<file path="config.mk">
export PLATFORM = sky130hd
export DESIGN_NAME = adc_result_buffer
export DESIGN_NICKNAME = d
export VERILOG_FILES = /design/src/rtl/adc_buf_pkg.sv /design/src/rtl/adc_buf_ptr.sv /design/src/rtl/adc_buf_slot.sv /design/src/rtl/adc_result_buffer.sv
export SDC_FILE = /design/constraint.sdc
export NUM_CORES = 1
export LEC_CHECK = 0
export BUFFER_PORTS_ARGS = -buffer_cell sky130_fd_sc_hd__buf_2
export CAP_MARGIN = 20
export CORE_MARGIN = 3
export CORE_UTILIZATION = 40
export DETAILED_ROUTE_END_ITERATION = 10
export GPL_TIMING_DRIVEN = 0
export SYNTH_ARGS = -nofsm -noshare
export SYNTH_HDL_FRONTEND = slang
export SYNTH_SLANG_ARGS = --single-unit
export TNS_END_PERCENT = 30
</file>
<file path="constraint.sdc">
create_clock -name clk -period 2.9 [get_ports clk]
set_input_delay 0.58 -clock clk [delete_from_list [all_inputs] [get_ports clk]]
set_output_delay 0.58 -clock clk [all_outputs]
set_load 0.01 [all_outputs]
</file>
<file path="src/rtl/adc_buf_pkg.sv">
package adc_buf_pkg;

    typedef enum logic [1:0] {
        IVAL_EACH  = 2'b00,
        IVAL_FOUR  = 2'b01,
        IVAL_ALL   = 2'b10,
        IVAL_ALL_B = 2'b11
    } ival_e;

    // Group length for a given interval code; four is capped at the array size.
    function automatic int unsigned group_len(input logic [1:0] code, input int unsigned nregs);
        case (code)
            IVAL_EACH: group_len = 1;
            IVAL_FOUR: group_len = (nregs < 4) ? nregs : 4;
            default:   group_len = nregs;
        endcase
    endfunction

endpackage

</file>
<file path="src/rtl/adc_buf_ptr.sv">
module adc_buf_ptr
    import adc_buf_pkg::*;
#(
    parameter int unsigned NUM_REGS = 8,
    localparam int unsigned PTR_W = (NUM_REGS > 1) ? $clog2(NUM_REGS) : 1
) (
    input  logic             clk,
    input  logic             rst_n,
    input  logic             wr_en,
    input  logic             fix_rpt,
    input  logic [1:0]       ival,
    output logic [PTR_W-1:0] tgt_idx,
    output logic             irq
);

    typedef struct packed {
        logic [PTR_W-1:0] ptr;
        logic             irq;
    } ptr_st_t;

    ptr_st_t st_d, st_q;

    logic [PTR_W:0] grp_len;
    logic [PTR_W:0] nxt_pos;
    logic [PTR_W-1:0] tgt;
    logic           wrap;

    always_comb begin
        grp_len = fix_rpt ? (PTR_W+1)'(group_len(ival, NUM_REGS)) : (PTR_W+1)'(1);
        tgt     = (fix_rpt && ({1'b0, st_q.ptr} < grp_len)) ? st_q.ptr : '0;
        nxt_pos = {1'b0, tgt} + (PTR_W+1)'(1);
        wrap    = (nxt_pos == grp_len);

        st_d     = st_q;
        st_d.irq = 1'b0;
        if (wr_en) begin
            st_d.ptr = wrap ? '0 : nxt_pos[PTR_W-1:0];
            st_d.irq = wrap;
        end else if (!fix_rpt) begin
            st_d.ptr = '0;
        end
    end

    always_ff @(posedge clk or negedge rst_n) begin
        if (!rst_n) st_q <= '0;
        else        st_q <= st_d;
    end

    assign tgt_idx = tgt;
    assign irq     = st_q.irq;

    assert_irq_needs_write_R9: assert property (@(posedge clk) disable iff (!rst_n)
        irq |-> $past(wr_en));
    assert_plain_mode_irq_R2: assert property (@(posedge clk) disable iff (!rst_n)
        (wr_en && !fix_rpt) |=> irq);
    assert_each_irq_R3: assert property (@(posedge clk) disable iff (!rst_n)
        (wr_en && fix_rpt && ival == 2'b00) |=> irq);
    assert_plain_mode_slot0_R2: assert property (@(posedge clk) disable iff (!rst_n)
        (wr_en && !fix_rpt) |-> (tgt_idx == '0));

endmodule

</file>
<file path="src/rtl/adc_buf_slot.sv">
module adc_buf_slot #(
    parameter int unsigned DATA_W = 10
) (
    input  logic              clk,
    input  logic              rst_n,
    input  logic              wr,
    input  logic              rd,
    input  logic [DATA_W-1:0] wdata,
    output logic [DATA_W-1:0] data,
    output logic              stored,
    output logic              ovr
);

    typedef struct packed {
        logic [DATA_W-1:0] data;
        logic              stored;
        logic              ovr;
    } slot_st_t;

    slot_st_t st_d, st_q;

    always_comb begin
        st_d = st_q;
        if (rd) begin
            st_d.stored = 1'b0;
            st_d.ovr    = 1'b0;
        end
        if (wr) begin
            st_d.data   = wdata;
            st_d.stored = 1'b1;
            if (st_q.stored && !rd) st_d.ovr = 1'b1;
        end
    end

    always_ff @(posedge clk or negedge rst_n) begin
        if (!rst_n) st_q <= '0;
        else        st_q <= st_d;
    end

    assign data   = st_q.data;
    assign stored = st_q.stored;
    assign ovr    = st_q.ovr;

    assert_ovr_has_stored_R7: assert property (@(posedge clk) disable iff (!rst_n)
        ovr |-> stored);
    assert_write_sets_stored_R6: assert property (@(posedge clk) disable iff (!rst_n)
        wr |=> stored);
    assert_read_clears_R6: assert property (@(posedge clk) disable iff (!rst_n)
        (rd && !wr) |=> (!stored && !ovr));
    assert_overwrite_flags_R7: assert property (@(posedge clk) disable iff (!rst_n)
        (wr && !rd && stored) |=> ovr);
    assert_same_cycle_rw_R8: assert property (@(posedge clk) disable iff (!rst_n)
        (wr && rd) |=> (stored && !ovr));
    assert_idle_holds_R11: assert property (@(posedge clk) disable iff (!rst_n)
        (!wr && !rd) |=> ($stable(data) && $stable(stored) && $stable(ovr)));

endmodule

</file>
<file path="src/rtl/adc_result_buffer.sv">
module adc_result_buffer #(
    parameter int unsigned NUM_REGS = 8,
    parameter int unsigned DATA_W   = 10
) (
    input  logic                       clk,
    input  logic                       rst_n,
    input  logic                       wr_en,
    input  logic [DATA_W-1:0]          wr_data,
    input  logic                       fix_rpt,
    input  logic [1:0]                 ival,
    input  logic [NUM_REGS-1:0]        rd_strb,
    output logic [NUM_REGS*DATA_W-1:0] res_data,
    output logic [NUM_REGS-1:0]        res_stored,
    output logic [NUM_REGS-1:0]        res_ovr,
    output logic                       irq
);

    localparam int unsigned PTR_W = (NUM_REGS > 1) ? $clog2(NUM_REGS) : 1;

    logic [PTR_W-1:0]    tgt_idx;
    logic [NUM_REGS-1:0] slot_wr;

    adc_buf_ptr #(.NUM_REGS(NUM_REGS)) u_ptr (
        .clk     (clk),
        .rst_n   (rst_n),
        .wr_en   (wr_en),
        .fix_rpt (fix_rpt),
        .ival    (ival),
        .tgt_idx (tgt_idx),
        .irq     (irq)
    );

    always_comb begin
        slot_wr = '0;
        if (wr_en) slot_wr[tgt_idx] = 1'b1;
    end

    for (genvar i = 0; i < NUM_REGS; i++) begin : g_slot
        adc_buf_slot #(.DATA_W(DATA_W)) u_slot (
            .clk    (clk),
            .rst_n  (rst_n),
            .wr     (slot_wr[i]),
            .rd     (rd_strb[i]),
            .wdata  (wr_data),
            .data   (res_data[i*DATA_W +: DATA_W]),
            .stored (res_stored[i]),
            .ovr    (res_ovr[i])
        );
    end

    assert_one_slot_written_R4: assert property (@(posedge clk) disable iff (!rst_n)
        $onehot0(slot_wr) && (wr_en == (slot_wr != '0)));
    assert_flags_consistent_R7: assert property (@(posedge clk) disable iff (!rst_n)
        (res_ovr & ~res_stored) == '0);

endmodule

</file>
==> impl_metrics.prom, run 1 <==
# TYPE chip_impl_metric gauge
chip_impl_metric{name="slew_headroom",unit=""} 0.664
chip_impl_metric{name="period_minus_slack",unit="ns"} 2.69
chip_impl_info{name="yosys.cell_count.top_type",value="dfrtp_1"} 1
chip_impl_metric{name="detailed_place_hpwl",unit="mm"} 7.00
chip_impl_metric{name="htreeDepth",unit=""} 3
chip_impl_metric{name="num_io_pins",unit=""} 121
chip_impl_metric{name="buffer_ports.inserted",unit=""} 119
chip_impl_metric{name="first_global_vias",unit=""} 2855
chip_impl_metric{name="synth.yosys.warnings",unit=""} 0
chip_impl_metric{name="grt_remaining_overflow",unit=""} 0
chip_impl_metric{name="final.setup.tns",unit="ns"} 0
chip_impl_metric{name="first_pass_grt_wire_length",unit="mm"} 15.2
chip_impl_metric{name="wl",unit="mm"} 9.56
chip_impl_metric{name="cellLeakagePower",unit="nW"} 2.83
chip_impl_metric{name="drtAntennaViolNets",unit=""} 0
chip_impl_metric{name="synth.yosys.seq_area_share",unit=""} 0.593
chip_impl_info{name="yosys-top-cells-area",value="dfrtp_1 59%, mux2_1 17%, buf_4 3.7%"} 1
chip_impl_metric{name="vdd_ir_drop_max",unit="µV"} 312
chip_impl_metric{name="timing_hold_violations_final",unit=""} 0
chip_impl_metric{name="total_routing_resource_utilization_after_global_routing",unit=""} 0.170
chip_impl_info{name="synth_area_leader_cell",value="dfrtp_1"} 1
chip_impl_metric{name="cts.sinks",unit=""} 100
chip_impl_metric{name="grt_antenna_before_repair",unit=""} 0
chip_impl_metric{name="clk-insertion-delay-late",unit="ns"} 0.37
chip_impl_metric{name="synth_edf_count",unit=""} 0
chip_impl_metric{name="synth.ff_latch_count",unit=""} 100
chip_impl_metric{name="die-width",unit="µm"} 109
chip_impl_metric{name="effective_utilization_at_floorplan",unit=""} 0.422
chip_impl_info{name="grt_setup_unrepaired",value="false"} 1
chip_impl_metric{name="netlist_area",unit="mm²"} 0.00422
chip_impl_metric{name="postSynth.asyncResetShare",unit=""} 1.00
chip_impl_metric{name="yosys.area.top_type_share",unit=""} 0.593
chip_impl_info{name="synth_flop_cell",value="dfrtp_1"} 1
chip_impl_metric{name="die_area",unit="mm²"} 0.0118
chip_impl_metric{name="final_core_util",unit=""} 0.522
chip_impl_info{name="dominant_combinational_cell_family_by_area_after_synthesis",value="multiplexers"} 1
chip_impl_metric{name="antenna-diode-count",unit=""} 0
chip_impl_metric{name="timing_worst_slew_pin_value",unit="ns"} 0.504
chip_impl_metric{name="finalPower",unit="W"} 0.00367
chip_impl_metric{name="synth-adder-area-share",unit=""} 0.00593
chip_impl_metric{name="drc",unit=""} 0
chip_impl_metric{name="syn2layout_area_growth",unit="%"} 23.9
chip_impl_metric{name="post_synthesis_cells",unit=""} 316
chip_impl_metric{name="grt_start_max_net_pins",unit=""} 65
chip_impl_metric{name="count_of_unique_library_cells_instantiated_by_yosys",unit=""} 42
chip_impl_metric{name="synth_area_per_cell",unit="µm²"} 13.3
chip_impl_metric{name="cts-buffers-inserted",unit=""} 9
chip_impl_metric{name="proportion_of_layout_cells_with_a_drive_suffix_above_1",unit=""} 0.412
chip_impl_metric{name="worst-path-max-fanout",unit=""} 6
chip_impl_metric{name="gpl_wtd_cong",unit=""} 0.818
chip_impl_info{name="timing.hold.worst.class",value="input port to asynchronous set/reset pin"} 1
chip_impl_metric{name="worst_path_required",unit="ns"} 3.16
chip_impl_metric{name="routed_via_density",unit=""} 4.85
chip_impl_metric{name="clock-skew-final",unit="ns"} 0.00821
chip_impl_metric{name="power.density_cell_area",unit="mW/mm²"} 702
chip_impl_info{name="run_status",value="finished clean"} 1
chip_impl_metric{name="clk_path_buf_depth",unit=""} 2
chip_impl_metric{name="synth_mux_area_frac",unit=""} 0.197
chip_impl_info{name="tritoncts",value="done"} 1
chip_impl_metric{name="clkSlewWorstSetupHoldPaths",unit="ns"} 0.09
chip_impl_metric{name="first_pass_iters",unit=""} 4
chip_impl_metric{name="synth_compound_area_frac",unit=""} 0.0573
chip_impl_info{name="worst_setup_path_end_kind",value="flip-flop"} 1
chip_impl_metric{name="floorplan.rows",unit=""} 36
chip_impl_metric{name="routed-via-count",unit=""} 2847
chip_impl_metric{name="design.core.area",unit="mm²"} 0.0100
chip_impl_metric{name="final.period_utilization",unit=""} 0.929
chip_impl_info{name="list_of_most_frequent_post_synthesis_cells",value="100 x dfrtp_1, 62 x mux2_1, 37 x nand2_1"} 1
chip_impl_metric{name="fin_nets",unit=""} 475
chip_impl_metric{name="drt_iter0_markers",unit=""} 86
chip_impl_metric{name="timing_max_transition_violations_final",unit=""} 0
chip_impl_metric{name="fp.dieH",unit="µm"} 109
chip_impl_info{name="library_cell_used_as_clock_root_buffer",value="clkbuf_8"} 1
chip_impl_metric{name="yosys.area_share.simple",unit=""} 0.0840
chip_impl_metric{name="fin_cells",unit=""} 587
chip_impl_metric{name="setup_violations",unit=""} 0
chip_impl_metric{name="arrival",unit="ns"} 2.95
chip_impl_metric{name="fmax",unit="GHz"} 0.371
chip_impl_metric{name="placedCellCount",unit=""} 569
chip_impl_metric{name="drt-wirelength-per-cell",unit="µm"} 16.3
chip_impl_metric{name="postSynthNetCount",unit=""} 342
chip_impl_metric{name="cap_violations",unit=""} 0
chip_impl_info{name="timing_worst_setup_path_type",value="input port to flip-flop"} 1
chip_impl_info{name="setup.worst_path.start_class",value="input port"} 1
chip_impl_metric{name="synth_xor_area_frac",unit=""} 0.00208
[critical path: stages]
cell and delay, ns:
buf_2 0.15, nor2b_2 0.23, nand2_1 0.15, ha_1 0.38, o21bai_4 0.23, and3_1 0.21
ha_1 0.20, nand2_1 0.05, or3_1 0.30, o311a_1 0.15, xnor2_1 0.15, and2_1 0.16
[final timing paths]
| path | startpoint | to | slack, ns | cells after the start |
|---|---|---|---|---|
| setup / recovery | fix_rpt | u_ptr.irq$_DFF_PN0_ | 0.21 | 12 |
| max in group asynchronous | rst_n | g_slot[0].u_slot.data[9]$_DFFE_PN0P_ | 2.05 | 2 |
| setup reg to reg | u_ptr.st_q[3]$_DFFE_PN0P_ | u_ptr.irq$_DFF_PN0_ | 0.58 | 9 |
| hold reg to reg | g_slot[2].u_slot.data[6]$_DFFE_PN0P_ | g_slot[2].u_slot.data[6]$_DFFE_PN0P_ | 0.48 | 2 |
| hold / removal | rst_n | g_slot[7].u_slot.data[5]$_DFFE_PN0P_ | 0.17 | 1 |
| min in group clk | rd_strb[0] | g_slot[0].u_slot.ovr$_DFF_PN0_ | 0.36 | 2 |
[what timing repair did]
item,CTS,global route
buffers inserted,0,2
resized for setup,0,1
hold buffers,0,0
endpoints found under the setup margin,0,11
[per-layer routing]
layer	track usage	routed length [µm]	up-vias
met3	0.0296	506	12
li1	-	-	1337
met5	0	0	-
met4	0.0703	153	0
met1	0.223	4360	1409
met2	0.279	4540	89
[registers in the layout, indices dropped and copies added (netlist names)]
signal	cells
g_slot.u_slot.stored	8
u_ptr.irq	1
g_slot.u_slot.ovr	8
u_ptr.st_q	3
g_slot.u_slot.data	80
[cells by family after synthesis]
kind of cell,count (synthesis)
adder cells (fa/ha/maj),2
XOR/XNOR,1
multiplexers,71
AND/OR/NAND/NOR,71
buffers and inverters,41
flip-flops,100
AO/OA/AOI/OAI,30
[metrics by stage]
| stage | cell area [µm²] | setup WS (ns) | hold slack (ns) |
|---|---|---|---|
| final | 5220 | 0.207 | 0.173 |
| after global routing | 5220 | 0.0144 | 0.196 |
| after CTS | 5210 | 0.0551 | 0.176 |
| after detailed placement | 5010 | -0.325 | 0.461 |
| after global placement | 4980 | -0.303 | 0.455 |
| after floorplan | 4220 | 0.127 | 0.284 |
[where the power goes]
| group | internal, W | leakage [nW] | switching (W) |
|---|---|---|---|
| registers | 0.00170 | 1.30 | 0.000156 |
| clock network | 0.000388 | 0.103 | 0.000483 |
| logic | 0.000455 | 1.42 | 0.000488 |
| total | 0.00254 | 2.83 | 0.00113 |
[layout make-up]
type	count	area [µm²]
fill	926	4780
sequential	100	2500
multi-input combinational	175	1460
timing repair buffer	122	641
buffer	30	215
tap	133	166
clock buffer	12	165
inverter	11	41.3
clock inverter	4	31.3
[placed cells by master (no fill, tap or decap), drive strengths merged, types with 4 or more instances in the layout]
cell type / count
o21ai: 6
nor3: 4
mux2: 71
dfrtp: 100
o22ai: 4
a21oi: 8
nor2: 14
inv: 12
clkbuf: 12
nand2: 37
buf: 152
Note: power is estimated with default switching activity, not from simulation.
==> run 2: changes to the inputs <==
--- a/config.mk
+++ b/config.mk
@@ -11,6 +11,7 @@
 export CORE_UTILIZATION = 40
 export DETAILED_ROUTE_END_ITERATION = 10
 export GPL_TIMING_DRIVEN = 0
+export SETUP_SLACK_MARGIN = 0.05
 export SYNTH_ARGS = -nofsm -noshare
 export SYNTH_HDL_FRONTEND = slang
 export SYNTH_SLANG_ARGS = --single-unit
==> constraint.sdc (replaced) <==
create_clock -name clk -period 3.39 [get_ports clk]
set_input_delay 0.678 -clock clk [delete_from_list [all_inputs] [get_ports clk]]
set_output_delay 0.678 -clock clk [all_outputs]
set_load 0.01 [all_outputs]
==> impl_metrics.prom, run 2 (same netlist as run 1, synthesis figures left out) <==
# TYPE chip_impl_metric gauge
chip_impl_metric{name="setup_violations",unit=""} 0
chip_impl_metric{name="gpl_wtd_cong",unit=""} 0.818
chip_impl_metric{name="design.core.area",unit="mm²"} 0.0100
chip_impl_metric{name="htreeDepth",unit=""} 3
chip_impl_metric{name="timing_hold_violations_final",unit=""} 0
chip_impl_info{name="tritoncts",value="done"} 1
chip_impl_info{name="crit_path_cell_trace",value="buf_2 -> nor2b_1 -> nand2_1 -> ha_1 -> o21bai_4 -> and3_1 -> ha_1 -> nand2_1 -> or3_1 -> o311a_1 -> xnor2_1 -> and2_1"} 1
chip_impl_metric{name="clk_path_buf_depth",unit=""} 2
chip_impl_metric{name="die-width",unit="µm"} 109
chip_impl_metric{name="fp.dieH",unit="µm"} 109
chip_impl_info{name="library_cell_used_as_clock_root_buffer",value="clkbuf_8"} 1
chip_impl_metric{name="drc",unit=""} 0
chip_impl_metric{name="postCtsSetupBuffers",unit=""} 0
chip_impl_metric{name="clkSlewWorstSetupHoldPaths",unit="ns"} 0.09
chip_impl_metric{name="arrival",unit="ns"} 3.24
chip_impl_info{name="layout_common_cells",value="125 x buf_2, 100 x dfrtp_1, 62 x mux2_1, 37 x nand2_1, 22 x buf_4"} 1
chip_impl_info{name="timing.hold.worst.class",value="input port to asynchronous set/reset pin"} 1
chip_impl_metric{name="first_pass_grt_wire_length",unit="mm"} 15.2
chip_impl_metric{name="power.density_cell_area",unit="mW/mm²"} 602
chip_impl_metric{name="routed-via-count",unit=""} 2837
chip_impl_metric{name="num_io_pins",unit=""} 121
chip_impl_metric{name="grt_remaining_overflow",unit=""} 0
chip_impl_metric{name="die_area",unit="mm²"} 0.0118
chip_impl_info{name="timing_worst_setup_path_type",value="input port to flip-flop"} 1
chip_impl_info{name="slowest_stage",value="ha_1"} 1
chip_impl_metric{name="cap_violations",unit=""} 0
chip_impl_metric{name="final.period_utilization",unit=""} 0.879
chip_impl_info{name="most_common_cell_after_layout_fill_and_taps_aside",value="buf_2"} 1
chip_impl_metric{name="effective_utilization_at_floorplan",unit=""} 0.422
chip_impl_metric{name="total_routing_resource_utilization_after_global_routing",unit=""} 0.170
chip_impl_metric{name="worst_path_required",unit="ns"} 3.65
chip_impl_metric{name="routed_via_density",unit=""} 4.85
chip_impl_metric{name="buffer_ports.inserted",unit=""} 119
chip_impl_metric{name="timing_max_transition_violations_final",unit=""} 0
chip_impl_metric{name="grt_antenna_before_repair",unit=""} 0
chip_impl_metric{name="proportion_of_layout_cells_with_a_drive_suffix_above_1",unit=""} 0.407
chip_impl_metric{name="syn2layout_area_growth",unit="%"} 23.4
chip_impl_metric{name="cts.sinks",unit=""} 100
chip_impl_metric{name="worst-path-max-fanout",unit=""} 9
chip_impl_metric{name="drt_iter0_markers",unit=""} 99
chip_impl_metric{name="fin_nets",unit=""} 473
chip_impl_metric{name="floorplan.rows",unit=""} 36
chip_impl_info{name="run_status",value="finished clean"} 1
chip_impl_metric{name="detailed_place_hpwl",unit="mm"} 7.00
chip_impl_metric{name="first_pass_iters",unit=""} 4
chip_impl_info{name="grt_setup_unrepaired",value="false"} 1
chip_impl_metric{name="final.setup.tns",unit="ns"} 0
chip_impl_metric{name="wl",unit="mm"} 9.52
chip_impl_metric{name="fin_cells",unit=""} 585
chip_impl_metric{name="cts_hold_repair.buffers",unit=""} 0
chip_impl_metric{name="antenna-diode-count",unit=""} 0
chip_impl_metric{name="slew_headroom",unit=""} 0.663
chip_impl_metric{name="fmax",unit="GHz"} 0.336
chip_impl_metric{name="clock-skew-final",unit="ns"} 0.0109
chip_impl_metric{name="first_global_vias",unit=""} 2855
chip_impl_metric{name="critical-path-max-stage-delay",unit="ns"} 0.38
chip_impl_metric{name="cts_resized",unit=""} 0
chip_impl_info{name="worst_setup_path_end_kind",value="flip-flop"} 1
chip_impl_metric{name="timing_worst_slew_pin_value",unit="ns"} 0.505
chip_impl_metric{name="cellLeakagePower",unit="nW"} 2.82
chip_impl_metric{name="clk-insertion-delay-late",unit="ns"} 0.37
chip_impl_metric{name="vdd_ir_drop_max",unit="µV"} 269
chip_impl_metric{name="period_minus_slack",unit="ns"} 2.98
chip_impl_metric{name="cts-buffers-inserted",unit=""} 9
chip_impl_metric{name="placedCellCount",unit=""} 569
chip_impl_metric{name="grt_start_max_net_pins",unit=""} 65
chip_impl_metric{name="largest_register_ffs",unit=""} 80
chip_impl_metric{name="drt-wirelength-per-cell",unit="µm"} 16.3
chip_impl_info{name="setup.worst_path.start_class",value="input port"} 1
chip_impl_metric{name="drtAntennaViolNets",unit=""} 0
## run 2: final cells by class
cell class              count  area, µm²
fillers                   924       4790
flip-flops and latches    100       2500
multi-input cells         175       1460
repair buffers            120        626
plain buffers              30        215
well taps                 133        166
clock buffers              12        165
inverters                  11       41.3
clock inverters             4       31.3
## run 2: critical path: cells and delay by family
kind	cells	cell delay [ns]
xor gates and xnor gates	1	0.15
and+or+nand+nor	6	1.21
adders and majority gates	2	0.59
buffers and inverters	1	0.15
AOI/OAI and AO/OA	2	0.45
## run 2: metal layers
metal  global-route usage  part of all wire
met5                    0                 0
met4               0.0703             0.016
met3               0.0296             0.054
met2                0.279              0.47
met1                0.223              0.46
## run 2: path summary, 6_finish.rpt
path,start,end,slack [ns],cells after the start
worst max-delay path,fix_rpt,u_ptr.irq$_DFF_PN0_,0.41,12
worst min-delay path,rst_n,g_slot[7].u_slot.data[5]$_DFFE_PN0P_,0.27,1
worst max register to register,u_ptr.st_q[3]$_DFFE_PN0P_,u_ptr.irq$_DFF_PN0_,0.97,9
worst min register to register,g_slot[2].u_slot.data[6]$_DFFE_PN0P_,g_slot[2].u_slot.data[6]$_DFFE_PN0P_,0.48,2
max in group asynchronous,rst_n,g_slot[0].u_slot.data[9]$_DFFE_PN0P_,2.44,2
min in group clk,rd_strb[0],g_slot[0].u_slot.ovr$_DFF_PN0_,0.46,2
## run 2: where the power goes
part / switching, W / leakage (nW) / internal (W)
Sequential: 0.000133 / 1.30 / 0.00145
Clock: 0.000417 / 0.103 / 0.000332
Combinational: 0.000414 / 1.41 / 0.000386
Total: 0.000964 / 2.82 / 0.00217
## run 2: stage by stage
step | power, W | setup WS (ns) | instance area (µm²) | utilization | hold slack (ns)
floorplan | 0.00202 | 0.519 | 4220 | - | 0.382
global placement | 0.00239 | 0.0893 | 4980 | 0.498 | 0.455
detailed placement | 0.00243 | 0.0673 | 5010 | 0.501 | 0.461
CTS | 0.00317 | 0.447 | 5210 | 0.521 | 0.274
global route | 0.00332 | 0.194 | 5210 | 0.521 | 0.294
finish | 0.00313 | 0.410 | 5210 | 0.521 | 0.271
